===== src/rtl/jmpu_pkg.sv =====
package jmpu_pkg;

    localparam logic [2:0] CLS_WIDE   = 3'd5;
    localparam logic [2:0] CLS_NARROW = 3'd6;

    localparam logic [3:0] OP_JA   = 4'h0;
    localparam logic [3:0] OP_EQ   = 4'h1;
    localparam logic [3:0] OP_UGT  = 4'h2;
    localparam logic [3:0] OP_UGE  = 4'h3;
    localparam logic [3:0] OP_SET  = 4'h4;
    localparam logic [3:0] OP_NE   = 4'h5;
    localparam logic [3:0] OP_SGT  = 4'h6;
    localparam logic [3:0] OP_SGE  = 4'h7;
    localparam logic [3:0] OP_CALL = 4'h8;
    localparam logic [3:0] OP_EXIT = 4'h9;
    localparam logic [3:0] OP_ULT  = 4'ha;
    localparam logic [3:0] OP_ULE  = 4'hb;
    localparam logic [3:0] OP_SLT  = 4'hc;
    localparam logic [3:0] OP_SLE  = 4'hd;

    localparam logic [1:0] KIND_HELPER_ADDR = 2'd0;
    localparam logic [1:0] KIND_LOCAL       = 2'd1;
    localparam logic [1:0] KIND_HELPER_TYPE = 2'd2;

    typedef enum logic [2:0] {
        REL_NONE,
        REL_EQ,
        REL_NE,
        REL_SET,
        REL_GT,
        REL_GE,
        REL_LT,
        REL_LE
    } rel_e;

    typedef struct packed {
        logic       narrow;
        logic       use_reg;
        logic       is_ja;
        logic       is_cond;
        logic       is_call;
        logic       is_exit;
        logic       signed_cmp;
        rel_e       rel;
        logic [1:0] kind;
        logic       illegal;
    } dec_t;

endpackage


===== src/rtl/jmpu_decode.sv =====
module jmpu_decode
    import jmpu_pkg::*;
(
    input  logic [7:0] opcode,
    input  logic [3:0] src_field,
    output dec_t       dec
);

    logic [2:0] cls;
    logic [3:0] code;
    logic       class_ok;
    logic       narrow;

    assign cls      = opcode[2:0];
    assign code     = opcode[7:4];
    assign narrow   = (cls == CLS_NARROW);
    assign class_ok = (cls == CLS_WIDE) || narrow;

    always_comb begin
        dec            = '0;
        dec.narrow     = narrow;
        dec.use_reg    = opcode[3];
        dec.rel        = REL_NONE;
        dec.kind       = src_field[1:0];
        dec.illegal    = !class_ok;
        unique case (code)
            OP_JA:   begin dec.is_ja = 1'b1; dec.illegal |= narrow; end
            OP_EQ:   begin dec.is_cond = 1'b1; dec.rel = REL_EQ; end
            OP_NE:   begin dec.is_cond = 1'b1; dec.rel = REL_NE; end
            OP_SET:  begin dec.is_cond = 1'b1; dec.rel = REL_SET; end
            OP_UGT:  begin dec.is_cond = 1'b1; dec.rel = REL_GT; end
            OP_UGE:  begin dec.is_cond = 1'b1; dec.rel = REL_GE; end
            OP_ULT:  begin dec.is_cond = 1'b1; dec.rel = REL_LT; end
            OP_ULE:  begin dec.is_cond = 1'b1; dec.rel = REL_LE; end
            OP_SGT:  begin dec.is_cond = 1'b1; dec.rel = REL_GT; dec.signed_cmp = 1'b1; end
            OP_SGE:  begin dec.is_cond = 1'b1; dec.rel = REL_GE; dec.signed_cmp = 1'b1; end
            OP_SLT:  begin dec.is_cond = 1'b1; dec.rel = REL_LT; dec.signed_cmp = 1'b1; end
            OP_SLE:  begin dec.is_cond = 1'b1; dec.rel = REL_LE; dec.signed_cmp = 1'b1; end
            OP_CALL: begin
                dec.is_call  = 1'b1;
                dec.illegal |= narrow || (src_field > 4'd2);
            end
            OP_EXIT: begin dec.is_exit = 1'b1; dec.illegal |= narrow; end
            default: dec.illegal = 1'b1;
        endcase
        if (dec.illegal) begin
            dec.is_ja   = 1'b0;
            dec.is_cond = 1'b0;
            dec.is_call = 1'b0;
            dec.is_exit = 1'b0;
            dec.rel     = REL_NONE;
        end
    end

endmodule


===== src/rtl/jmpu_compare.sv =====
module jmpu_compare
    import jmpu_pkg::*;
#(
    parameter int XLEN = 64
) (
    input  logic [XLEN-1:0] op_a,
    input  logic [XLEN-1:0] op_b,
    input  logic            narrow,
    input  logic            signed_cmp,
    input  rel_e            rel,
    output logic            hit
);

    localparam int HALF = XLEN / 2;

    logic [XLEN:0] ax;
    logic [XLEN:0] bx;
    logic          lt;
    logic          eq;
    logic          any_set;

    // Both views are widened by one bit so that a single signed compare
    // yields either the signed or the unsigned ordering.
    always_comb begin
        if (narrow) begin
            ax = {{(HALF+1){signed_cmp & op_a[HALF-1]}}, op_a[HALF-1:0]};
            bx = {{(HALF+1){signed_cmp & op_b[HALF-1]}}, op_b[HALF-1:0]};
            any_set = |(op_a[HALF-1:0] & op_b[HALF-1:0]);
        end else begin
            ax = {signed_cmp & op_a[XLEN-1], op_a};
            bx = {signed_cmp & op_b[XLEN-1], op_b};
            any_set = |(op_a & op_b);
        end
    end

    assign lt = $signed(ax) < $signed(bx);
    assign eq = (ax == bx);

    always_comb begin
        unique case (rel)
            REL_EQ:  hit = eq;
            REL_NE:  hit = !eq;
            REL_SET: hit = any_set;
            REL_GT:  hit = !lt && !eq;
            REL_GE:  hit = !lt;
            REL_LT:  hit = lt;
            REL_LE:  hit = lt || eq;
            default: hit = 1'b0;
        endcase
    end

endmodule


===== src/rtl/jmpu_target.sv =====
module jmpu_target #(
    parameter int PC_W  = 32,
    parameter int OFF_W = 16
) (
    input  logic [PC_W-1:0]  pc,
    input  logic [OFF_W-1:0] offset,
    output logic [PC_W-1:0]  seq_pc,
    output logic [PC_W-1:0]  jump_pc
);

    logic [PC_W-1:0] off_ext;

    assign off_ext = {{(PC_W-OFF_W){offset[OFF_W-1]}}, offset};
    assign seq_pc  = pc + PC_W'(1);
    assign jump_pc = seq_pc + off_ext;

endmodule


===== src/rtl/jump_resolve.sv =====
module jump_resolve
    import jmpu_pkg::*;
#(
    parameter int XLEN  = 64,
    parameter int IMM_W = 32,
    parameter int OFF_W = 16,
    parameter int PC_W  = 32
) (
    input  logic             clk,
    input  logic             rst_n,
    input  logic             in_valid,
    input  logic [7:0]       opcode,
    input  logic [3:0]       src_field,
    input  logic [XLEN-1:0]  dst_val,
    input  logic [XLEN-1:0]  src_val,
    input  logic [IMM_W-1:0] imm,
    input  logic [OFF_W-1:0] offset,
    input  logic [PC_W-1:0]  pc,
    output logic             out_valid,
    output logic             taken,
    output logic [PC_W-1:0]  next_pc,
    output logic             call_req,
    output logic [1:0]       call_kind,
    output logic [XLEN-1:0]  call_target,
    output logic [PC_W-1:0]  ret_addr,
    output logic             exit_req,
    output logic             illegal
);

    localparam int EXT_W = XLEN - IMM_W;

    typedef struct packed {
        logic             valid;
        logic             taken;
        logic [PC_W-1:0]  next_pc;
        logic             call;
        logic [1:0]       kind;
        logic [XLEN-1:0]  target;
        logic [PC_W-1:0]  ret;
        logic             exit_r;
        logic             illegal;
    } res_t;

    dec_t            dec;
    logic [XLEN-1:0] imm_ext;
    logic [XLEN-1:0] op_b;
    logic            hit;
    logic [PC_W-1:0] seq_pc;
    logic [PC_W-1:0] jump_pc;
    res_t            res_d;
    res_t            res_q;

    jmpu_decode u_dec (
        .opcode    (opcode),
        .src_field (src_field),
        .dec       (dec)
    );

    // Wide class sign-extends the immediate, narrow class uses it as is.
    assign imm_ext = dec.narrow ? {{EXT_W{1'b0}}, imm}
                                : {{EXT_W{imm[IMM_W-1]}}, imm};
    assign op_b    = dec.use_reg ? src_val : imm_ext;

    jmpu_compare #(.XLEN(XLEN)) u_cmp (
        .op_a       (dst_val),
        .op_b       (op_b),
        .narrow     (dec.narrow),
        .signed_cmp (dec.signed_cmp),
        .rel        (dec.rel),
        .hit        (hit)
    );

    jmpu_target #(.PC_W(PC_W), .OFF_W(OFF_W)) u_tgt (
        .pc      (pc),
        .offset  (offset),
        .seq_pc  (seq_pc),
        .jump_pc (jump_pc)
    );

    always_comb begin
        res_d = '0;
        if (in_valid) begin
            res_d.valid   = 1'b1;
            res_d.next_pc = seq_pc;
            if (dec.illegal) begin
                res_d.illegal = 1'b1;
            end else if (dec.is_ja || (dec.is_cond && hit)) begin
                res_d.taken   = 1'b1;
                res_d.next_pc = jump_pc;
            end else if (dec.is_call) begin
                res_d.call = 1'b1;
                res_d.kind = dec.kind;
                if (dec.kind == KIND_LOCAL) begin
                    res_d.taken   = 1'b1;
                    res_d.next_pc = jump_pc;
                    res_d.target  = XLEN'(jump_pc);
                    res_d.ret     = seq_pc;
                end else begin
                    res_d.target  = {{EXT_W{1'b0}}, imm};
                end
            end else if (dec.is_exit) begin
                res_d.exit_r = 1'b1;
            end
        end
    end

    always_ff @(posedge clk) begin
        if (!rst_n) begin
            res_q <= '0;
        end else begin
            res_q <= res_d;
        end
    end

    assign out_valid   = res_q.valid;
    assign taken       = res_q.taken;
    assign next_pc     = res_q.next_pc;
    assign call_req    = res_q.call;
    assign call_kind   = res_q.kind;
    assign call_target = res_q.target;
    assign ret_addr    = res_q.ret;
    assign exit_req    = res_q.exit_r;
    assign illegal     = res_q.illegal;

endmodule


===== config.mk =====
export PLATFORM = sky130hd
export DESIGN_NAME = jump_resolve
export DESIGN_NICKNAME = d
export VERILOG_FILES = /design/src/rtl/jmpu_pkg.sv /design/src/rtl/jmpu_decode.sv /design/src/rtl/jmpu_compare.sv /design/src/rtl/jmpu_target.sv /design/src/rtl/jump_resolve.sv
export SDC_FILE = /design/constraint.sdc
export NUM_CORES = 1
export LEC_CHECK = 0
export BUFFER_PORTS_ARGS = -buffer_cell sky130_fd_sc_hd__buf_2
export CAP_MARGIN = 5
export CORE_ASPECT_RATIO = 0.75
export CORE_MARGIN = 2
export CORE_UTILIZATION = 38
export DETAILED_ROUTE_END_ITERATION = 10
export GPL_TIMING_DRIVEN = 0
export PLACE_DENSITY = 0.76
export SLEW_MARGIN = 15
export SYNTH_ARGS = -nofsm -noshare
export SYNTH_HDL_FRONTEND = slang
export SYNTH_SLANG_ARGS = --single-unit

===== constraint.sdc =====
create_clock -name clk -period 6.25 [get_ports clk]
set_clock_uncertainty 0.05 [all_clocks]
set_input_delay 1.25 -clock clk [delete_from_list [all_inputs] [get_ports clk]]
set_output_delay 1.25 -clock clk [all_outputs]
set_load 0.01 [all_outputs]

**After elaboration in Yosys (flattened, before gate mapping)**

Index checks and enable logic that the tools add are counted.

- Register bits after elaboration: 135
- Output and inout port bits: 135

- $add $sub $neg: 2
- $lt $le $gt $ge: 2
- Eq/ne operators: 24
- Muxes and demuxes: 26
- Bitwise operators: 12
- Reduce and logical (&&, ||, !) cells: 25

Operator list:

| kind | number |
|---|---|
| 135-bit two-way mux | 1 |
| 133-bit two-way mux | 1 |
| 132-bit two-way mux | 1 |
| 65-bit two-way mux | 2 |
| 64-bit two-way mux | 2 |
| 100-bit two-way mux | 1 |
| 33-bit two-way mux | 2 |
| 65-bit equality test | 1 |
| 65-bit less-than comparator | 1 |
| 64-bit bitwise AND | 1 |
| 32-bit two-way mux | 2 |
| 64-bit OR reduction | 1 |
| 32-bit by 1-bit adder with 32-bit output, second input constant | 1 |
| 32-bit adder | 1 |
| 32-bit bitwise AND | 1 |
| 32-bit OR reduction | 1 |
| 4-bit equality test, second input constant | 6 |
| 3-bit case mux with 7 select lines | 1 |
| 3-bit equality test, second input constant | 6 |
| 4-bit by 3-bit equality test with 1-bit output, second input constant | 4 |
| 11-bit OR reduction | 1 |
| 2-bit OR reduction | 5 |
| 5-bit OR reduction | 2 |
| 1-bit two-way mux | 9 |
| 21 further kinds | 37 |

**Logic depth before layout (Yosys ltp)**

Gate-level depths: netlist of run 1.

- Word-level depth: 14
- Depth in mapped cells: 20
- Mapped depth without buffers: 20

**Modules after synthesis**

Synthesis of run 1 repeated with hierarchy kept, for this count alone.

- Cell total of the unflattened synthesis: 1225
- Area total of the unflattened synthesis: 9793.1 sq um

Modules (own cells, without submodules):

| module | instances | cells an instance | area an instance (sq um) | sequential area each (sq um) |
|---|---|---|---|---|
| jump_resolve | 1 | 480 | 4515.6 | 2062.0 |
| jmpu_compare | 1 | 392 | 2701.3 | 0.0 |
| jmpu_target | 1 | 310 | 2273.4 | 0.0 |
| jmpu_decode | 1 | 43 | 302.8 | 0.0 |

**Least setup slack after synthesis of run 1**

Ideal clock, no wire load.

- Path type: input -> register
- From: in pc[0]
- To: reg res_q (netlist bit call_target[25])
- Setup time: 0.132 ns
- Arrival: 4.787 ns
- Path slack: 1.281 ns
- Stages on the path: 20
- Path through: ha_1 nand3_1 nor2_1 nand2_1 nor2_1 and2_1 nand3_1 xor2_1 inv_1 ha_1 a211o_1 a211o_1 o221a_2 o21ai_1 a31o_2 a21oi_1 a21o_1 a311o_2 nand2_1 a21oi_1

- Word-level cells in the longest chain between the ends: 3

RTL lines:

| what | RTL line | text |
|---|---|---|
| start, declared | jump_resolve.sv:18 | `input logic [PC_W-1:0] pc,` |
| 32-bit by 1-bit adder with 32-bit output | jmpu_target.sv:14 | `assign seq_pc = pc + PC_W'(1);` |
| net seq_pc[16] | jump_resolve.sv:48 | `logic [PC_W-1:0] seq_pc;` |
| 32-bit adder | jmpu_target.sv:15 | `assign jump_pc = seq_pc + off_ext;` |
| 32-bit two-way mux | jump_resolve.sv:93 | `if (dec.kind == KIND_LOCAL) begin` |
| end signal, assigned | jump_resolve.sv:111 | `res_q <= res_d;` |
| end, declared | jump_resolve.sv:51 | `res_t res_q;` |

The timed path passes the listed nets, and every way through them passes these cells.
A chain may end at the register's enable or synchronous reset.

**Worst setup path in the final report of run 1**

- From: in opcode[3]
- To: reg res_q (netlist bit next_pc[25])

- Word-level cells in the longest chain between the ends: 11
- Elaborated cells between the ends (all ways): 20
- Those cells by class: order compare: 1; eq/ne: 1; mux: 6; bitwise: 4; reduce/logical: 8

RTL lines:

| what | RTL line | text |
|---|---|---|
| start, declared | jump_resolve.sv:12 | `input logic [7:0] opcode,` |
| 64-bit two-way mux (*) | jump_resolve.sv:62 | `assign op_b = dec.use_reg ? src_val : imm_ext;` |
| 1-bit bitwise AND, on equally long branches | jmpu_compare.sv:27, jmpu_compare.sv:31 |  |
| 65-bit two-way mux | jmpu_compare.sv:25 | `if (narrow) begin` |
| 65-bit less-than comparator or 65-bit equality test (tied branches) | jmpu_compare.sv:36, jmpu_compare.sv:37 |  |
| 1-bit logical NOT, on equally long branches | jmpu_compare.sv:44, jmpu_compare.sv:45, jmpu_compare.sv:42 |  |
| 1-bit logical AND | jmpu_compare.sv:44 | `REL_GT: hit = !lt && !eq;` |
| 1-bit case mux with 7 select lines (*) | jmpu_compare.sv:40 | `unique case (rel)` |
| 1-bit logical AND (*) | jump_resolve.sv:87 | `end else if (dec.is_ja \|\| (dec.is_cond && hit)) begin` |
| 1-bit logical OR (*) | jump_resolve.sv:87 |  |
| 33-bit two-way mux (*) | jump_resolve.sv:87 |  |
| 133-bit two-way mux (*) | jump_resolve.sv:85 | `if (dec.illegal) begin` |

Every way passes the cells marked *; elsewhere a longest branch is shown, timed or not.

==> results of run 1 <==
cells by family (layout without fill, tap and decap cells):
logic type / Yosys count / after routing / share of synthesized area
flops: 103 / 103 / 0.2215
fa+ha+maj: 130 / 130 / 0.1755
mux: 35 / 35 / 0.03803
simple gates: 416 / 416 / 0.2123
other cells: 1 / 35 / 0.0004028
compound gates: 283 / 283 / 0.2160
xor+xnor: 59 / 59 / 0.05550
buf+inv: 158 / 498 / 0.08077
worst max path at each step:
stage | from | endpoint | slack (ns) | depth (start not counted)
2_1_floorplan | pc[0] | call_target[25] | 1.28 | 20
3_3_place_gp | opcode[3] | next_pc[24] | 0.22 | 17
3_5_place_dp | opcode[3] | next_pc[25] | 0.14 | 17
4_1_cts | opcode[3] | next_pc[7] | 0.50 | 17
5_1_grt | opcode[3] | next_pc[7] | 0.23 | 18
6_report | opcode[3] | next_pc[25] | 0.49 | 18
synthesized netlist by cell type (all sizes together), types with 19 or more instances:
cell	n
clkbuf	29
inv	85
a21o	41
mux2i	32
nand2	125
nor4	20
dfxtp	103
xnor2	33
nor2	151
buf	44
nand3	27
a21oi	89
o21ai	40
ha	129
o22ai	19
nand4	26
xor2	26
metrics by stage:
step,hold WS (ns),total power [W],util,instances,worst slack (ns)
floorplan,1.272,0.001181,-,1216,1.281
global placement,1.428,0.001424,0.4769,1871,0.2151
detailed placement,1.427,0.001438,0.4769,1871,0.1448
CTS,1.054,0.002109,0.4916,1887,0.5022
global route,1.075,0.002227,0.4919,1890,0.2315
finish,1.058,0.002116,0.4919,1890,0.4903
state kept, by name, indices dropped and copies added, names as in the netlist:
name,cells
call_target,32
next_pc,32
ret_addr,32
call_kind,2
call_req,1
exit_req,1
illegal,1
out_valid,1
taken,1
layer usage:
metal  up-vias  wire, µm  part of all wire  track usage
met1      4675     16620              0.48       0.3831
li1       4838         -                 -            -
met3        45      2971             0.085      0.04946
met5         -        23           0.00066            0
met4         4       639             0.018      0.06182
met2       478     14730              0.42       0.3951
final cells by class:
cell class                 instances  area, µm²
fill                            2383      12210
multi-input combinational        955       6613
sequential                       103       2062
timing repair buffer             324       1622
buffer                            73      430.4
tap                              331      414.1
inverter                          85      321.6
clock buffer                       9      225.2
clock inverter                     7      126.4
antenna                            3      7.507
power by group through the flow:
stage,combinational (W),clock (W),sequential [W]
CTS,0.000756,0.000680,0.000673
floorplan,0.000485,0,0.000695
global placement,0.000736,0,0.000688
finish,0.000768,0.000675,0.000673
detailed placement,0.000750,0,0.000688
global route,0.000845,0.000708,0.000674
==> results.md, run 1 <==
- Sequence of cells on the critical path: buf_2 -> clkbuf_1 -> buf_1 -> mux2i_1 -> inv_1 -> ha_1 -> nor4_1 -> nand4_1 -> nor2_1 -> nand2_1 -> o31ai_1 -> a211oi_1 -> a32oi_1 -> nand2_2 -> nand2_4 -> inv_4 -> buf_6 -> o2bb2ai_2
- Port bufs: 324
- Slowest cell delay on critical path: 0.78 ns
- Final Max Tran Viols: 0
- Hold_buf cts: 0
- Via-to-Cell Ratio: 5.312
- Setup repair after global routing missed its margin: no
- Classification of the worst-slack hold path: in -> reg
- Power Dens Cells: 179.0 mW/mm²
- Crit path max-delay family: buffers and inverters
- Vias in the first global route: 9510
- Total grt overflow: 0
- CTS root buf: clkbuf_16
- Routed via count: 10040
- Clock-pin transition on the worst setup and hold timing paths: 0.07 ns
- Aggregate negative setup slack: 0 ns
- Headroom to the max-slew limit: 0.2810
- Drt first pass iters: 5
- Final Hold Fails: 0
- Proportion of synthesized flip-flops having asynchronous set or reset: 0
- Placed wire-length estimate: between 20000 and 30000 µm
- Average instance area after synthesis: 7.857 µm²
- Number of design-rule violations left by the first detailed-router iteration: 784
- TritonCTS buffer count: 9
- Share of post-route cells with drive strength above 1: 0.2763
- Syn Std Cell Area: approximately 0.0093 mm²
- Number of enable flip-flop cells after synthesis: 0
- Worst min-delay path endpoint: ret_addr[0]
- Num Clock Sinks: 103
- Cell with the biggest individual delay on the critical path: buf_1
- Post-detailed-route count of antenna-violating nets: 0
- Number of H-tree levels: 3
- Net count reported at finish: approximately 1900
- Leak: 6.184 nW
- Max cap viols: 0
- Achievable frequency: between 150 and 200 MHz
- Share of total power consumed by net switching: 0.3486
- WP data arrival: 5.95 ns
- Origin of the worst min-delay path: pc[0]
- Most common library cell in the layout ignoring fill and taps: buf_2
- Sequential share of power: 0.318
- Kind of end point of the critical path: register
- Int Power: 0.001378 W
- Max rail drop VDD: between 0.1 and 0.15 mV
- Last weighted congestion value of the routability-driven placer: 0.9346
- Critical path fanouts, max: 10
- Top area cells in the synthesized netlist: dfxtp_1 (22%), ha_1 (17%), nor2_1 (6.1%), nand2_1 (4.9%), a21oi_1 (4.8%)
- Required time of the critical path: 6.44 ns
- Maximum number of pins on one net before global-route repair: 20
- Design area: 0.01182 mm²
- Number of storage elements in the synthesis netlist: 103
- GR Util All Layers: 0.2619
- Total wire length: 34990 µm
- Combinational share of power: 0.363
- Finish-stage setup viols: 0
- Post-DR wirelength/cell: approximately 19 µm
- Transition time at the pin with the least slew margin: 1.079 ns
- Number of cells on the worst hold path: 2
- Site row count: 49
- WP buf/inv: 6
- Run status: completed
- Post-CTS Setup Bufs: 0
- Area fraction of the dominant cell type after synthesis: 0.2215
- Most used flip-flop cell after synthesis: dfxtp_1
- Die Span Y: between 100 and 150 µm
- Clock tree from TritonCTS: yes
- Top library cells by usage in the layout, fill and taps aside: buf_2 (329), nor2_1 (151), ha_1 (129), nand2_1 (122), dfxtp_1 (103)
- Switch Pwr: 0.0007377 W
- Yosys Warn Count: 0
- Category of the worst setup path launch point: primary input
- Post-Syn Instances: 1185
- Residual DRC: 0
- Number of instances resized during post-cts repair: 0
- Cell accounting for the most synthesized area: dfxtp_1
- Number of distinct library cells after synthesis: 75
- Clock Tree Buf Depth: 2
- Die Span X: 184.7 µm
- Initial cell density of the core: 0.3874
- Crit path kind: in -> reg
- Post-layout minimum cycle time: 5.760 ns
- Post-synthesis sequential area ratio: 0.2215
- Global-route wire length before repair: 52160 µm
- Core area: 0.02403 mm²
- Antenna violations before repair: 5
- Synthesis-to-finish area growth: 26.97%
- Clock Power Share: 0.319
- Post-DP Area: 0.01146 mm²
- I/O pin cnt: 358
- Ratio of final minimum period to clock period: 0.9216
- Overall die area: between 0.02 and 0.03 mm²
Note: power is estimated with default switching activity, not from simulation.
==> run 2: changes to the inputs <==
--- a/config.mk
+++ b/config.mk
@@ -11,7 +11,7 @@
 export CORE_MARGIN = 2
 export CORE_UTILIZATION = 38
 export DETAILED_ROUTE_END_ITERATION = 10
-export GPL_TIMING_DRIVEN = 0
+export MAX_ROUTING_LAYER = met4
 export PLACE_DENSITY = 0.76
 export SLEW_MARGIN = 15
 export SYNTH_ARGS = -nofsm -noshare
==> results.md, run 2 (synthesized netlist as in run 1, its figures left out) <==
- Run status: completed
- Path length in cells of the critical path: 21
- Achievable frequency: 182.5 MHz
- Vias in the first global route: 9179
- Global-route wire length before repair: a little over 50000 µm
- Int Power: 0.001247 W
- Core area: 0.02403 mm²
- Crit path top cell by count: nor2_1
- Ratio of final minimum period to clock period: 0.8767
- Category of the worst setup path launch point: primary input
- Total Power: between 0.0015 and 0.002 W
- Transition time at the pin with the least slew margin: 0.8201 ns
- Top library cells by usage in the layout, fill and taps aside: buf_2 (325), nor2_1 (151), ha_1 (129), nand2_1 (122), dfxtp_1 (103)
- Headroom to the max-slew limit: 0.4493
- Share of total power consumed by net switching: 0.3743
- Clock-pin transition on the worst setup and hold timing paths: around 0.070 ns
- Overall die area: 0.02578 mm²
- I/O pin cnt: 358
- Switch Pwr: 0.0007458 W
- WP data arrival: 5.68 ns
- Max rail drop VDD: around 0.18 mV
- Synthesis-to-finish area growth: 22.89%
- Post-detailed-route count of antenna-violating nets: 0
- Final Max Tran Viols: 0
- Site row count: 49
- Power Dens Cells: roughly 170 mW/mm²
- Sequential share of power: 0.338
- Finish-stage setup viols: 0
- WP buf/inv: 2
- Required time of the critical path: 6.45 ns
- Post-DR wirelength/cell: 18.13 µm
- Die Span Y: 139.6 µm
- Total wire length: 33220 µm
- Post-layout minimum cycle time: 5.479 ns
- Drt first pass iters: 5
- Initial cell density of the core: 0.3874
- Via-to-Cell Ratio: around 5.3
- Antenna violations before repair: 6
- Clock tree from TritonCTS: yes
- Maximum number of pins on one net before global-route repair: 53
- Design area: between 0.01 and 0.015 mm²
- Num Clock Sinks: 103
- Last weighted congestion value of the routability-driven placer: 0.9907
- Origin of the worst min-delay path: pc[0]
- Die Span X: 184.7 µm
- Total grt overflow: 0
- Most common library cell in the layout ignoring fill and taps: buf_2
- Clock Tree Buf Depth: 2
- Kind of end point of the critical path: register
- Share of post-route cells with drive strength above 1: 0.2709
- Number of cells on the worst hold path: 2
- Residual DRC: 0
- Net count reported at finish: ~1800
- CTS root buf: clkbuf_16
- Crit path kind: in -> reg
- Cell with the biggest individual delay on the critical path: xor2_1
- Hold_buf cts: 0
- Aggregate negative setup slack: 0 ns
- Sequence of cells on the critical path: buf_2 -> ha_1 -> nand3_1 -> nor2_1 -> nand2_1 -> nor2_1 -> and2_1 -> nand4_1 -> nor2_1 -> nand3_1 -> xor2_1 -> inv_1 -> ha_1 -> nand2_1 -> nand2_1 -> a21oi_1 -> nor2_1 -> a311oi_1 -> nand3_1 -> nand4_1 -> a21bo_2
- Post-DP Area: 0.01113 mm²
- Leak: 5.957 nW
- Worst min-delay path endpoint: ret_addr[0]
- Number of instances resized during post-cts repair: 0
- Placed wire-length estimate: 27610 µm
- Final Hold Fails: 0
- Slowest cell delay on critical path: approximately 0.43 ns
- Combinational share of power: 0.374
- Max cap viols: 0
- Worst hold slack across all endpoints: between 1 and 1.5 ns
- Number of design-rule violations left by the first detailed-router iteration: 832
- Post-CTS Setup Bufs: 0
- Critical path fanouts, max: 5
- Port bufs: 325
- Number of H-tree levels: 3
- Classification of the worst-slack hold path: in -> reg
- Crit path max-delay family: simple AND/OR/NAND/NOR gates
- Setup repair after global routing missed its margin: no
- Routed via count: 9709
- TritonCTS buffer count: 9
- GR Util All Layers: 0.2589
- Clock Power Share: 0.288
==> run 2: changes by cell type in the layout (fill, tap and decap cells not counted), sizes merged <==
cell and delta:
inv -1, buf -32, clkinv +3, clkbuf -29, diode +3, clkinvlp +1
bufinv -3
==> run 2: worst max-delay path by stage <==
stage                     start              end
final                     pc[0]      next_pc[31]
after global routing      pc[0]      next_pc[31]
after CTS                 pc[0]      next_pc[31]
after detailed placement  pc[0]      next_pc[31]
after global placement    pc[0]      next_pc[31]
after floorplan           pc[0]  call_target[25]
==> run 2: layout make-up <==
type | count | area, µm²
inverter | 85 | 321.6
clock buffer | 9 | 225.2
timing repair buffer | 336 | 1709
clock inverter | 7 | 68.82
antenna | 6 | 15.01
tap | 331 | 414.1
sequential | 103 | 2062
fill | 2385 | 12590
multi-input combinational | 955 | 6625
==> run 2: metal layers <==
| metal | track usage | vias up | wire, µm |
|---|---|---|---|
| met5 | - | - | 0 |
| met4 | 0.06015 | 0 | 549 |
| met3 | 0.05548 | 37 | 2958 |
| met2 | 0.3880 | 457 | 14490 |
| met1 | 0.3551 | 4489 | 15220 |
| li1 | - | 4726 | - |
==> run 2: through the flow <==
| stage | setup slack [ns] | util | std cells |
|---|---|---|---|
| after floorplan | 1.281 | - | 1216 |
| after global placement | 0.5515 | 0.4632 | 1810 |
| after detailed placement | 0.4343 | 0.4632 | 1810 |
| after CTS | 0.8026 | 0.4754 | 1826 |
| after global routing | 0.4034 | 0.4761 | 1832 |
| final | 0.7707 | 0.4761 | 1832 |
==> run 2: power by group through the flow <==
stage	sequential, W	clock, W	combinational (W)
2_1_floorplan	0.000695	0	0.000485
3_3_place_gp	0.000689	0	0.000715
3_5_place_dp	0.000689	0	0.000729
4_1_cts	0.000673	0.000577	0.000735
5_1_grt	0.000674	0.000598	0.000822
6_report	0.000673	0.000574	0.000745
